[src/rtl/tdp_pkg.sv]
package tdp_pkg;

    typedef enum logic [0:0] {
        SEQ_IDLE = 1'b0,
        SEQ_RUN  = 1'b1
    } seq_state_e;

    typedef struct packed {
        logic start;
        logic advance;
        logic finish;
        logic idle_wrap;
    } seq_evt_t;

    function automatic int clamp_len(input int req, input int depth);
        return (req > depth) ? depth : req;
    endfunction

endpackage

[src/rtl/tdp_carrier.sv]
module tdp_carrier #(
    parameter int CNT_W = 8
) (
    input  logic             clk,
    input  logic             rst,
    input  logic             restart,
    input  logic [CNT_W-1:0] reload,
    output logic [CNT_W-1:0] cnt,
    output logic             wrap
);

    assign wrap = (cnt >= reload);

    always_ff @(posedge clk) begin
        if (rst) begin
            cnt <= '0;
        end else if (restart || wrap) begin
            cnt <= '0;
        end else begin
            cnt <= cnt + CNT_W'(1);
        end
    end

endmodule

[src/rtl/tdp_table.sv]
module tdp_table #(
    parameter int DW    = 9,
    parameter int DEPTH = 16,
    localparam int AW   = $clog2(DEPTH)
) (
    input  logic          clk,
    input  logic          rst,
    input  logic          wr_en,
    input  logic [AW-1:0] wr_addr,
    input  logic [DW-1:0] wr_data,
    input  logic [AW-1:0] rd_addr,
    output logic [DW-1:0] rd_data
);

    logic [DW-1:0] mem [DEPTH];
    logic [DEPTH-1:0] hit;

    for (genvar g = 0; g < DEPTH; g++) begin : g_dec
        assign hit[g] = wr_en && (wr_addr == AW'(g));
    end

    always_ff @(posedge clk) begin
        if (rst) begin
            for (int i = 0; i < DEPTH; i++) mem[i] <= '0;
        end else begin
            for (int i = 0; i < DEPTH; i++) begin
                if (hit[i]) mem[i] <= wr_data;
            end
        end
    end

    assign rd_data = mem[rd_addr];

endmodule

[src/rtl/tdp_seq.sv]
module tdp_seq
    import tdp_pkg::*;
#(
    parameter int CMP_W = 9,
    parameter int DEPTH = 16,
    localparam int LEN_W = $clog2(DEPTH + 1),
    localparam int IDX_W = $clog2(DEPTH)
) (
    input  logic             clk,
    input  logic             rst,
    input  logic             trig,
    input  logic             wrap,
    input  logic [LEN_W-1:0] osr_len,
    input  logic [CMP_W-1:0] idle_cmp,
    input  logic [CMP_W-1:0] rd_data,
    output logic [IDX_W-1:0] rd_addr,
    output logic [CMP_W-1:0] cmp,
    output logic             active,
    output logic             stb,
    output logic             start,
    output logic [LEN_W-1:0] idx
);

    seq_state_e       st;
    seq_evt_t         evt;
    logic [LEN_W-1:0] len_q;
    logic [LEN_W-1:0] len_eff;

    assign len_eff = LEN_W'(clamp_len(int'(osr_len), DEPTH));
    assign active  = (st == SEQ_RUN);

    always_comb begin
        evt.start     = trig && (osr_len != '0);
        evt.advance   = !evt.start && wrap && active && (idx != len_q);
        evt.finish    = !evt.start && wrap && active && (idx == len_q);
        evt.idle_wrap = !evt.start && wrap && !active;
    end

    assign start   = evt.start;
    assign rd_addr = evt.start ? '0 : idx[IDX_W-1:0];

    always_ff @(posedge clk) begin
        if (rst) begin
            st    <= SEQ_IDLE;
            idx   <= '0;
            len_q <= '0;
            cmp   <= '0;
            stb   <= 1'b0;
        end else begin
            stb <= 1'b0;
            if (evt.start) begin
                st    <= SEQ_RUN;
                len_q <= len_eff;
                cmp   <= rd_data;
                idx   <= LEN_W'(1);
                stb   <= 1'b1;
            end else if (evt.advance) begin
                cmp <= rd_data;
                idx <= idx + LEN_W'(1);
                stb <= 1'b1;
            end else if (evt.finish) begin
                st  <= SEQ_IDLE;
                cmp <= idle_cmp;
            end else if (evt.idle_wrap) begin
                cmp <= idle_cmp;
            end
        end
    end

endmodule

[src/rtl/tri_dither_pwm.sv]
module tri_dither_pwm #(
    parameter int CNT_W = 8,
    parameter int DEPTH = 16
) (
    input  logic                       clk,
    input  logic                       rst,
    input  logic                       trig,
    input  logic [CNT_W-1:0]           reload,
    input  logic [$clog2(DEPTH+1)-1:0] osr_len,
    input  logic [CNT_W:0]             idle_cmp,
    input  logic                       tbl_wr_en,
    input  logic [$clog2(DEPTH)-1:0]   tbl_wr_addr,
    input  logic [CNT_W:0]             tbl_wr_data,
    output logic                       pwm_out,
    output logic                       sample_stb,
    output logic                       window_active
);

    localparam int CMP_W = CNT_W + 1;
    localparam int LEN_W = $clog2(DEPTH + 1);
    localparam int IDX_W = $clog2(DEPTH);

    logic [CNT_W-1:0] cnt_q;
    logic             wrap;
    logic             start;
    logic [CMP_W-1:0] cmp_q;
    logic [CMP_W-1:0] tbl_rd_data;
    logic [IDX_W-1:0] tbl_rd_addr;
    logic             active;
    logic             stb;
    logic [LEN_W-1:0] idx_q;

    tdp_carrier #(.CNT_W(CNT_W)) u_carrier (
        .clk     (clk),
        .rst     (rst),
        .restart (start),
        .reload  (reload),
        .cnt     (cnt_q),
        .wrap    (wrap)
    );

    tdp_table #(.DW(CMP_W), .DEPTH(DEPTH)) u_table (
        .clk     (clk),
        .rst     (rst),
        .wr_en   (tbl_wr_en),
        .wr_addr (tbl_wr_addr),
        .wr_data (tbl_wr_data),
        .rd_addr (tbl_rd_addr),
        .rd_data (tbl_rd_data)
    );

    tdp_seq #(.CMP_W(CMP_W), .DEPTH(DEPTH)) u_seq (
        .clk      (clk),
        .rst      (rst),
        .trig     (trig),
        .wrap     (wrap),
        .osr_len  (osr_len),
        .idle_cmp (idle_cmp),
        .rd_data  (tbl_rd_data),
        .rd_addr  (tbl_rd_addr),
        .cmp      (cmp_q),
        .active   (active),
        .stb      (stb),
        .start    (start),
        .idx      (idx_q)
    );

    assign pwm_out       = ({1'b0, cnt_q} < cmp_q);
    assign sample_stb    = stb;
    assign window_active = active;

endmodule

[config.mk]
export PLATFORM = sky130hd
export DESIGN_NAME = tri_dither_pwm
export DESIGN_NICKNAME = d
export VERILOG_FILES = /design/src/rtl/tdp_pkg.sv /design/src/rtl/tdp_carrier.sv /design/src/rtl/tdp_table.sv /design/src/rtl/tdp_seq.sv /design/src/rtl/tri_dither_pwm.sv
export SDC_FILE = /design/constraint.sdc
export NUM_CORES = 1
export LEC_CHECK = 0
export ABC_CLOCK_PERIOD_IN_PS = 3800
export BUFFER_PORTS_ARGS = -buffer_cell sky130_fd_sc_hd__buf_2
export CORE_MARGIN = 5
export CORE_UTILIZATION = 25
export DETAILED_ROUTE_END_ITERATION = 12
export SYNTH_ARGS = -nofsm -noshare
export SYNTH_HDL_FRONTEND = slang
export SYNTH_SLANG_ARGS = --single-unit
[constraint.sdc]
create_clock -name clk -period 3.8 [get_ports clk]
set_input_delay 0.38 -clock clk [delete_from_list [all_inputs] [get_ports clk]]
set_output_delay 0.38 -clock clk [all_outputs]
set_load 0.005 [all_outputs]
# --- After elaboration in Yosys (flattened, before gate mapping) ---
# Memory sizes are Yosys's and may differ from the RTL's.
# Cells that the tools add are included.
totals:
  ff_bits: 29
  ram_bits: 144
  input_bits: 39
  output_inout_bits: 3
  wordCells: 159
  mem_count: 1
memory_table:
  columns: ["name", "words", "width", "read_ports", "rd_clocked_by_memory_dff", "write_ports", "line_no", "source"]
  rows:
  - ["u_table.mem", 16, 9, 1, 0, 16, "tdp_table.sv:15", "logic [DW-1:0] mem [DEPTH];"]
classes:
  add_sub_neg: 2
  order_cmp: 3
  n_eq_ne: 18
  mux: 79
  bitwise: 16
  n_reduce_logical: 33
ops:
  columns: ["cell", "n"]
  rows:
  - ["two-way mux 9 bit", 20]
  - ["two-way mux 1 bit", 57]
  - ["equality test 4 bit, second input constant", 8]
  - ["logical AND 1 bit", 22]
  - ["equality test 4 x 3 -> 1 bit, second input constant", 4]
  - ["bitwise OR 1 bit", 16]
  - ["< comparator 8 x 9 -> 1 bit", 1]
  - ["adder 8 x 1 -> 8 bit, second input constant", 1]
  - ["equality test 4 x 2 -> 1 bit, second input constant", 2]
  - [">= comparator 8 bit", 1]
  - ["adder 5 x 1 -> 5 bit, second input constant", 1]
  - ["equality test 5 bit", 1]
  - ["> comparator 5 bit, second input constant", 1]
  - ["two-way mux 5 bit", 1]
  - ["!= test 5 bit", 1]
  - ["nonzero test 5 bit", 1]
  - ["equality test 4 x 1 -> 1 bit, second input constant", 1]
  - ["logical NOT 4 bit", 1]
  - ["two-way mux 4 bit", 1]
  - ["nonzero test 2 bit", 2]
  - ["nonzero test 4 bit", 1]
  - ["OR reduction 2 bit", 2]
  - ["logical NOT 1 bit", 2]
  - ["!= test 2 bit, second input constant", 1]
  - ["2 further kinds", 2]

# --- Longest topological paths before layout ---
# Gate-level depths: netlist (run 1).
depth:
  word_depth: 9
  depth_mapped: 9
  ltp_nobuf: 8

# --- By module ---
# From an unflattened synthesis (run 1), not the netlist that was laid out.
hier_totals:
  hier_cells: 577
  area_unflattened_um2: 7980.2
by_module_without_submodules:
  columns: ["mod", "instances", "cells_each", "area_per_inst_um2", "seq_area_each_um2"]
  rows:
  - ["tdp_table", 1, 381, 6193.4, 4324.1]
  - ["tdp_seq", 1, 111, 1039.7, 420.4]
  - ["tdp_carrier", 1, 59, 549.3, 160.2]
  - ["tri_dither_pwm", 1, 26, 197.7, 0.0]

# --- Least setup slack after synthesis (run 1) ---
# OpenSTA, ideal clock, no wires.
synth_timing:
  kind: "reg2reg"
  from: "register u_carrier.cnt[0]"
  to: "register u_seq.cmp[7]"
  setup_time_ns: 0.122
  t_arrival_ns: 2.155
  t_required_ns: 3.678
  slack_ns: 1.523
  stages_incl_launch_ff: 9
  synth_period_minus_slack_ns: 2.277
  path_cell_list: "dfxtp_1 inv_1 ha_1 nand2b_1 a2111oi_0 and4b_1 o21bai_1 a21oi_1 a221o_1"
synth_between:
  elab_chain_cells: 7
  word_cells_on_any_way: 10
synth_lines:
  columns: ["element", "line_no", "source"]
  rows:
  - ["from (decl)", "tdp_carrier.sv:8", "output logic [CNT_W-1:0] cnt,"]
  - ["from (signal assigned)", "tdp_carrier.sv:20", "cnt <= cnt + CNT_W'(1);"]
  - [">= comparator 8 bit *", "tdp_carrier.sv:12", "assign wrap = (cnt >= reload);"]
  - ["logical AND 1 bit *", "tdp_seq.sv:34, tdp_seq.sv:35, tdp_seq.sv:36", null]
  - ["logical AND 1 bit", "tdp_seq.sv:34, tdp_seq.sv:35", null]
  - ["logical AND 1 bit", "tdp_seq.sv:35", "evt.finish = !evt.start && wrap && active && (idx == len_q);"]
  - ["two-way mux 9 bit", "tdp_seq.sv:61", "end else if (evt.finish) begin"]
  - ["two-way mux 9 bit", "tdp_seq.sv:57", "end else if (evt.advance) begin"]
  - ["two-way mux 9 bit", "tdp_seq.sv:51", "if (evt.start) begin"]
  - ["to (signal assigned)", "tdp_seq.sv:54", "cmp <= rd_data;"]
  - ["to (signal assigned)", "tdp_seq.sv:58", "cmp <= rd_data;"]
  - ["to (signal assigned)", "tdp_seq.sv:63", "cmp <= idle_cmp;"]
  - ["to (decl)", "tdp_seq.sv:17", "output logic [CMP_W-1:0] cmp,"]
# Every way passes the cells marked *; elsewhere a longest branch is shown, timed or not.
# A chain may end at the register's enable or synchronous reset.

# --- Worst setup path after layout (run 1) ---
layout_timing:
  from: "register u_carrier.cnt[0]"
  to: "register u_carrier.cnt[4]"
layout_between:
  elab_chain_cells: 3
  word_cells_on_any_way: 4
layout_lines:
  columns: ["element", "line_no", "source"]
  rows:
  - [">= comparator 8 bit", "tdp_carrier.sv:12", null]
  - ["logical OR 1 bit", "tdp_carrier.sv:17", "end else if (restart || wrap) begin"]
  - ["OR reduction 2 bit (no source line)", null, null]
# Several ways; a longest one is shown, not always the timed one.

==> results of run 1 <==
[worst register-to-register path: stages, from the launching register on]
cell       delay, ns
dfxtp_1         0.40
inv_1           0.08
ha_1            0.26
nand2b_1        0.13
a2111oi_0       0.43
and4b_1         0.30
nor2_1          0.58
nand2_1         0.32
nor2_1          0.17
[metal layers]
metal / global-route usage / wire, µm / vias to the layer above
li1: - / - / 2378
met1: 0.1475 / 8956 / 2507
met2: 0.1694 / 8783 / 129
met3: 0.02853 / 1029 / 9
met4: 0.01598 / 111 / 0
met5: 0 / 0 / -
[cells by family (layout without fill, tap and decap cells)]
group,Yosys count,count (layout),synth area share
adders and majority gates,17,17,0.02673
AOI/OAI and AO/OA,93,93,0.07846
buffers and inverters,64,104,0.03317
muxes,46,46,0.08884
DFF,173,173,0.6164
xor gates and xnor gates,12,12,0.01321
and+or+nand+nor,236,236,0.1432
[metrics by stage]
step	utilization	std cells	setup slack [ns]	cell area, µm²	total power (W)
final	0.2900	1083	1.056	9128	0.004254
after global routing	0.2900	1083	0.7787	9128	0.004386
after CTS	0.2900	1083	1.044	9128	0.004271
after detailed placement	0.2713	1051	1.043	8539	0.002574
after global placement	0.2713	1051	1.054	8539	0.002566
after floorplan	-	641	1.523	7958	0.002451
[sequential cells by signal (all words and copies together) (netlist names)]
name	flops
u_seq.len_q	5
u_seq.stb	1
u_seq.active	1
u_table.mem	144
u_seq.cmp	9
u_carrier.cnt	8
u_seq.idx	5
[layout by cell type (no fill, tap or decap), drive strengths merged, types with 6 or more instances in the layout]
master	n
a21oi	26
a221o	10
a31oi	10
and3	12
buf	46
clkbuf	18
dfxtp	29
edfxtp	144
ha	17
inv	31
mux2	17
mux2i	11
mux4	18
nand2	42
nand2b	30
nand3	10
nor2	105
nor2b	12
nor3b	11
o211ai	9
o21ai	16
xnor2	6
xor2	6
[worst paths after layout]
check	endpoint	slack, ns	cells after the start
worst max-delay path	u_carrier.cnt[4]	1.06	8
worst min-delay path	u_seq.len_q[0]	0.23	3
worst max register to register	u_carrier.cnt[4]	1.06	8
worst min register to register	u_seq.len_q[3]	0.48	2
[final cells by class]
type                    count  area (µm²)  share of cell area
inverters                  26       97.59             0.01069
multi-input cells         404        2789              0.3056
well taps                 402       503.0             0.05511
clock buffers              18       429.2             0.04702
flip-flops and latches    173        4907              0.5376
clock inverters            14       158.9             0.01741
repair buffers             46       242.7             0.02659
[power by group]
part	switching (W)	internal, W
logic	0.000195	0.000117
registers	0.0000397	0.00218
clock network	0.000791	0.000931
==> metrics.txt, run 1 <==
CP Capture Type flip-flop; Most common cell on crit path nor2_1; Starting Density 0.2528; hold path start osr_len[0]; DR iter-0 viols about 350; CTS Buffer Depth 2; total wire length roughly 19 mm; WL/cell 17.43 µm; Largest delay share family, worst path simple AND/OR/NAND/NOR gates; antenna violations before repair 0; clock sinks 173; largest net degree at the start of global routing 40; cell taking the most area after synthesis edfxtp_1; chip width 188.4 µm; status finished, final reports clean; Yosys cell types 50; Post-synth EDFFs between 100 and 150; #FFs+latches synth 173; setup_tns 0 ns; crit-path max cell delay 0.58 ns; die height 188.4 µm; layout cells sized above 1 0.1777; max-cap violations 0; worst r2r src u_carrier.cnt[0]; vias in the first global route 5000; I/O pin cnt between 40 and 50; Final Hold Viols 0; CTS H-tree lvls 4; Tightest Hold Check Type input port to flip-flop; clock insertion delay at the later pin of the skew report roughly 0.43 ns; drt first pass iters 5; critical path required time 4.15 ns; ranking of synthesized cells by area edfxtp_1, dfxtp_1, mux4_2, nor2_1, ha_1; Buf+Inv Stages, Crit Path 1; Layout fillers ~3100; CP Cell Sequence inv_1 > ha_1 > nand2b_1 > a2111oi_0 > and4b_1 > nor2_1 > nand2_1 > nor2_1; Seq/Total Area, Yosys 0.6164; CTS tree built; Slew Limit Headroom 0.4416; crit share post-route 0.7222; most common cell in the netlist edfxtp_1; Final Skew 0.01379 ns; synth warn 0; Reg clk slew, reported paths about 0.07 ns; Hold Buf Count CTS 0; Lkg Pwr 3.205 nW; core area 31470 µm²; Net Count, Synth 697; Worst-Margin Slew 0.8376 ns; Critical Path Start Type flip-flop; global-route wire length before repair 29.06 mm; die area 35500 µm²; main flop type after synthesis edfxtp_1; fin crit period 2.744 ns; total CTS buffers 17; placer's final routability congestion estimate 0.7793; Syn Std Cell Area approximately 8000 µm²; RSZ-0062 raised after global routing no; Layout area overhead 14.70%; Root Buffer clkbuf_16; IO buf count 41; antenna viol nets, final 0; Max Freq 364.4 MHz; postcts setup bufs 0; CTS resizes 0; num rows 65; Fin Hold WS 0.2349 ns; Vias ~5000; DR DRC count 0; CP Max Fanout 11; Critical Path Source u_carrier.cnt[0]; Synth top area share 0.5434; async set or reset register ratio after synthesis 0; fin. max-slew vios 0; Critical-path top delay cell nor2_1; Power Density 466.0 nW/µm²; most frequent cells after synthesis edfxtp_1, nor2_1, nand2_1, nand2b_1, dfxtp_1; Final Setup Violations 0; gr usage total 0.1058; Nets 724; CP arrival approximately 3.1 ns; post-DR vias/cell 4.638; Post-Syn Instances 641; peak supply drop ~270 µV; CP Class flip-flop to flip-flop; HPWL Detailed 12.94 mm; total grt overflow 0; Syn Area/Cell 12.41 µm²; ant diodes 0
Note: power is estimated with default switching activity, not from simulation.
==> run 2, diff against run 1 <==
--- a/config.mk
+++ b/config.mk
@@ -5,7 +5,7 @@
 export SDC_FILE = /design/constraint.sdc
 export NUM_CORES = 1
 export LEC_CHECK = 0
-export ABC_CLOCK_PERIOD_IN_PS = 3800
+export ABC_CLOCK_PERIOD_IN_PS = 2700
 export BUFFER_PORTS_ARGS = -buffer_cell sky130_fd_sc_hd__buf_2
 export CORE_MARGIN = 5
 export CORE_UTILIZATION = 25
==> constraint.sdc (replaced) <==
create_clock -name clk -period 2.7 [get_ports clk]
set_input_delay 0.27 -clock clk [delete_from_list [all_inputs] [get_ports clk]]
set_output_delay 0.27 -clock clk [all_outputs]
set_load 0.005 [all_outputs]
==> run 2 against run 1 <==
Net effect: combinational power increased by 52%; sequential share of layout area decreased by 1.5 points; final cell count increased by 3.1%; sequential cell count unchanged; worst setup slack got worse by 0.82 ns; sequential power increased by 41%; largest cell class unchanged.
==> metrics.txt, run 2 (synthesis gave the netlist of run 1 again) <==
layout cells sized above 1 0.2168 (+0.03910); die area 35500 µm² (unchanged); Worst-Margin Slew 0.5923 ns (-0.2452 ns); Lkg Pwr 3.363 nW (+4.9%); IO buf count 41 (unchanged); Power Density 635.2 nW/µm² (+36%); Final Hold Viols 0 (unchanged); num rows 65 (unchanged); largest net degree at the start of global routing 35 (-13%); clock sinks 173 (unchanged); antenna violations before repair 0 (unchanged); Seq. cell area 4907 µm² (unchanged); antenna viol nets, final 0 (unchanged); Final Skew 0.01176 ns (-0.002033 ns); crit share post-route 0.9136 (+0.1914); placer's final routability congestion estimate 0.7973 (+2.3%); CP arrival 2.78 ns (-0.32 ns); Slew Limit Headroom 0.6051 (+0.1635); setup_tns 0 ns (unchanged); CTS Buffer Depth 2 (unchanged); drt first pass iters 5 (unchanged); post-DR vias/cell 4.631 (-0.15%); DR DRC count 0 (unchanged); commonest non-fill, non-tap cells in the layout edfxtp_1, nor2_1, nand2_1; Layout area overhead 18.07%; Tightest Hold Check Type input port to flip-flop; global-route wire length before repair 29.96 mm (+3.1%); die height 188.4 µm (unchanged); peak supply drop 385.8 µV (+43%); Design Power 0.005967 W (+40%); max-cap violations 0 (unchanged); total grt overflow 0 (unchanged); chip width 188.4 µm (unchanged); Max Freq 405.4 MHz (+11%); Root Buffer clkbuf_16; ant diodes 0 (unchanged); CP Capture Type flip-flop; total CTS buffers 17 (unchanged); status finished, final reports clean; number of flip-flops in the largest register 144 (unchanged); RSZ-0062 raised after global routing no; Final Setup Violations 0 (unchanged); Critical Path Start Type flip-flop; Vias 5173 (+3.0%); core area 31470 µm² (unchanged); CP Class flip-flop to flip-flop; post-route core utilization 0.2985 (+0.008507); clock insertion delay at the later pin of the skew report 0.43 ns (about the same); total wire length 19.09 mm (+1.1%); vias in the first global route 5259 (+5.2%); biggest regs u_table.mem: 144 flops, u_seq.cmp: 9 flops, u_carrier.cnt: 8 flops; Multi-input gate area 2793 µm² (+0.13%); CTS tree built; HPWL Detailed 13.40 mm (+3.5%); Nets 758 (+4.7%); fin crit period 2.467 ns (-0.2776 ns); CTS H-tree lvls 4 (unchanged); Reg clk slew, reported paths 0.07 ns (about the same); gr usage total 0.1092 (+0.003434); fin. max-slew vios 0 (unchanged); Biggest register u_table.mem; Layout fillers 3156 (+0.32%); critical path required time 3.01 ns (-1.14 ns); CP Max Fanout 10 (-1); WL/cell 17.09 µm (-2.0%); DR iter-0 viols 360 (+3.4%); most common cell after layout, fill and taps aside edfxtp_1; I/O pin cnt 42 (unchanged); Starting Density 0.2528 (unchanged)
-- run 2: metrics by stage --
stage	hold WS, ns	cells	worst slack, ns	instance area (µm²)
after detailed placement	0.4610	1085	0.1131	8820
after CTS	0.1157	1117	0.1229	9392
after floorplan	0.4316	641	0.4231	7958
final	0.1278	1117	0.2334	9395
after global placement	0.4547	1085	0.1597	8820
after global routing	0.1223	1117	0.06078	9395
-- run 2: final timing paths --
check	startpoint	to	slack, ns	cells past startpoint
worst max-delay path	u_carrier.cnt[0]	u_seq.cmp[7]	0.23	8
worst min-delay path	osr_len[1]	u_seq.len_q[1]	0.13	3
worst max register to register	u_carrier.cnt[0]	u_seq.cmp[7]	0.23	8
worst min register to register	u_seq.len_q[2]	u_seq.len_q[2]	0.47	2
-- run 2: power by group --
part / internal [W] / switching, W
Combinational: 0.000191 / 0.000283
Clock: 0.00123 / 0.00114
Sequential: 0.00307 / 0.0000565
Total: 0.00449 / 0.00148
-- run 2: critical path, stage by stage (launching register included) --
cell and delay [ns]:
dfxtp_1 0.33, inv_1 0.06, ha_1 0.26, nand2b_1 0.14, a2111oi_0 0.46, and4b_1 0.30
o21bai_1 0.28, a21oi_2 0.20, a221o_1 0.35
-- run 2: layer usage --
layer / vias up / part of all wire / global-route usage
met5: - / 0 / 0
met4: 0 / 0.0085 / 0.02186
met3: 16 / 0.074 / 0.03779
met2: 160 / 0.44 / 0.1614
met1: 2551 / 0.48 / 0.1562
li1: 2446 / - / -
-- run 2: area by class of cell --
class,instances,share of cell area
sequential,173,0.5223
multi-input combinational,404,0.2972
timing repair buffer,80,0.05567
tap,402,0.05354
clock buffer,17,0.04528
clock inverter,15,0.01558
inverter,26,0.01039
-- run 2: timing repair --
action / in CTS / in global routing
hold buffers: 0 / 0
setup endpoints to repair: 0 / 3
setup buffers: 0 / 0
resized for setup: 0 / 1
==> run 3, diff against run 2 <==
--- a/config.mk
+++ b/config.mk
@@ -5,7 +5,7 @@
 export SDC_FILE = /design/constraint.sdc
 export NUM_CORES = 1
 export LEC_CHECK = 0
-export ABC_CLOCK_PERIOD_IN_PS = 2700
+export ABC_CLOCK_PERIOD_IN_PS = 2500
 export BUFFER_PORTS_ARGS = -buffer_cell sky130_fd_sc_hd__buf_2
 export CORE_MARGIN = 5
 export CORE_UTILIZATION = 25
==> constraint.sdc (replaced) <==
create_clock -name clk -period 2.5 [get_ports clk]
set_input_delay 0.25 -clock clk [delete_from_list [all_inputs] [get_ports clk]]
set_output_delay 0.25 -clock clk [all_outputs]
set_load 0.005 [all_outputs]
==> run 3 against run 2 <==
Net effect: non-clock buffer count is 7 higher; routed wire length is 1.0% higher; first-iteration DRC count is 32% higher; die area stayed put; sequential power is 8.0% higher; final cell count is 0.63% higher; worst hold slack worse by 0.024 ns; clock skew hardly changed.
==> metrics.txt, run 3 (synthesis gave the netlist of run 1 again) <==
CTS Buffer Depth 2 (unchanged); Hold Buf Count CTS 0 (unchanged); Lkg Pwr 3.432 nW (+2.1%); clock sinks 173 (unchanged); die height 188.4 µm (unchanged); total grt overflow 0 (unchanged); total CTS buffers 17 (unchanged); global-route wire length before repair 29.63 mm (-1.1%); max-cap violations 0 (unchanged); peak supply drop 488.4 µV (+27%); Layout fillers 3138 (-0.57%); Comb power frac 0.077 (-0.002); commonest non-fill, non-tap cells in the layout edfxtp_1, nor2_1, buf_4; number of flip-flops in the largest register 144 (unchanged); most common cell after layout, fill and taps aside edfxtp_1; DR iter-0 viols 475 (+32%); layout cells sized above 1 0.2271 (+0.01036); biggest regs u_table.mem: 144 flops, u_seq.cmp: 9 flops, u_carrier.cnt: 8 flops; Multi-input gate area 2793 µm² (unchanged); antenna viol nets, final 0 (unchanged); Root Buffer clkbuf_16; CTS H-tree lvls 4 (unchanged); net switching power 0.001709 W (+15%); Top Metal Used met4; Final WS setup 0.05341 ns (-0.1800 ns); I/O pin cnt 42 (unchanged); Critical Path Start Type flip-flop; Metal-1 WL 9.061 mm (-1.5%); Design Power 0.006611 W (+11%); CP Class flip-flop to flip-flop; crit share post-route 0.9786 (+0.06507); area post-placement 8872 µm² (+0.60%); drt first pass iters 5 (unchanged); critical path required time 2.82 ns (-0.19 ns); Slew Limit Headroom 0.5314 (-0.07374); Final Skew 0.01152 ns (-0.0002370 ns); CP Capture Type flip-flop; fin crit period 2.447 ns (-0.02004 ns); largest net degree at the start of global routing 36 (+2.9%); status finished, final reports clean; CTS tree built; Seq. cell area 4907 µm² (unchanged); Power Internal 0.004902 W (+9.3%); DR DRC count 0 (unchanged); Place WS 0.04670 ns (-0.06644 ns); Tightest Hold Check Type input port to flip-flop; ant diodes 0 (unchanged); clock insertion delay at the later pin of the skew report 0.44 ns (about the same); HPWL Detailed 13.60 mm (+1.5%); CP Max Fanout 10 (unchanged); clock group share of total power 0.413 (+0.016); Fin Hold WS 0.1036 ns (-0.02414 ns); IO buf count 41 (unchanged); chip width 188.4 µm (unchanged); routed length on met2 8.809 mm (+6.0%); Vias 5163 (-0.19%); Final Cell Area 9505 µm² (+1.2%); num rows 65 (unchanged); die area 35500 µm² (unchanged); Seq pwr share 0.510 (-0.013); placer's final routability congestion estimate 0.7845 (-1.6%); CP arrival 2.76 ns (-0.02 ns); Starting Density 0.2528 (unchanged); vias in the first global route 4997 (-5.0%); met3 wire length 1.262 mm (-11%); Biggest register u_table.mem; Final Hold Viols 0 (unchanged); total wire length 19.29 mm (+1.0%); Final Setup Violations 0 (unchanged); Layout area overhead 19.45%; WL/cell 17.16 µm (+0.39%); antenna violations before repair 0 (unchanged); post-route core utilization 0.3020 (+0.003499); Power Density 695.5 nW/µm² (+9.5%); fin. max-slew vios 0 (unchanged); RSZ-0062 raised after global routing yes; Reg clk slew, reported paths 0.07 ns (about the same); post-DR vias/cell 4.593 (-0.81%); Worst-Margin Slew 0.7029 ns (+0.1106 ns); switch share 0.2584 (+0.01028); gr usage total 0.1083 (-0.0009221); Max Freq 408.7 MHz (+0.82%); core area 31470 µm² (unchanged); Nets 765 (+0.92%)
## run 3: cell types whose count changed in the layout (fill, tap and decap cells not counted), sizes merged
cell / before / now
buf: 80 / 87
clkinvlp: 2 / 0
inv: 35 / 34
clkinv: 4 / 7
## run 3: worst paths after layout
kind	from	slack, ns	cells after the start	to
max	u_carrier.cnt[0]	0.05	8	u_seq.cmp[7]
min	osr_len[2]	0.10	3	u_seq.len_q[2]
max reg2reg	u_carrier.cnt[0]	0.05	8	u_seq.cmp[7]
min reg2reg	u_seq.len_q[0]	0.47	2	u_seq.len_q[0]
## run 3: critical path, cell delays in order (launching register included)
cell and delay [ns]:
dfxtp_1 0.33, inv_1 0.06, ha_1 0.26, nand2b_1 0.14, a2111oi_0 0.42, and4b_1 0.30, o21bai_1 0.26, a21oi_2 0.19
a221o_1 0.37
## run 3: layout make-up
class | count | area share
multi-input combinational | 404 | 0.2938
sequential | 173 | 0.5163
clock buffer | 17 | 0.04475
timing repair buffer | 87 | 0.06055
inverter | 26 | 0.01027
tap | 402 | 0.05292
clock inverter | 15 | 0.02146
## run 3: power by group through the flow
stage	sequential [W]	clock [W]	combinational, W
4_1_cts	0.00337	0.00277	0.000514
3_5_place_dp	0.00344	0	0.000510
2_1_floorplan	0.00341	0	0.000318
5_1_grt	0.00339	0.00290	0.000558
6_report	0.00337	0.00273	0.000510
3_3_place_gp	0.00343	0	0.000511
## run 3: through the flow
stage | cells | setup TNS [ns]
4_1_cts | 1124 | 0
6_report | 1124 | 0
3_3_place_gp | 1092 | 0
2_1_floorplan | 641 | 0
5_1_grt | 1124 | -0.4265
3_5_place_dp | 1092 | 0
## run 3: timing repair
item,CTS,global route
setup buffers,0,0
gates resized for setup,0,2
endpoints found under the setup margin,0,13
## run 3: metal layers
metal / GRT usage / up-vias
met1: 0.1592 / 2510
met5: 0 / -
met3: 0.02649 / 18
li1: - / 2457
met2: 0.1626 / 178
met4: 0.02270 / 0
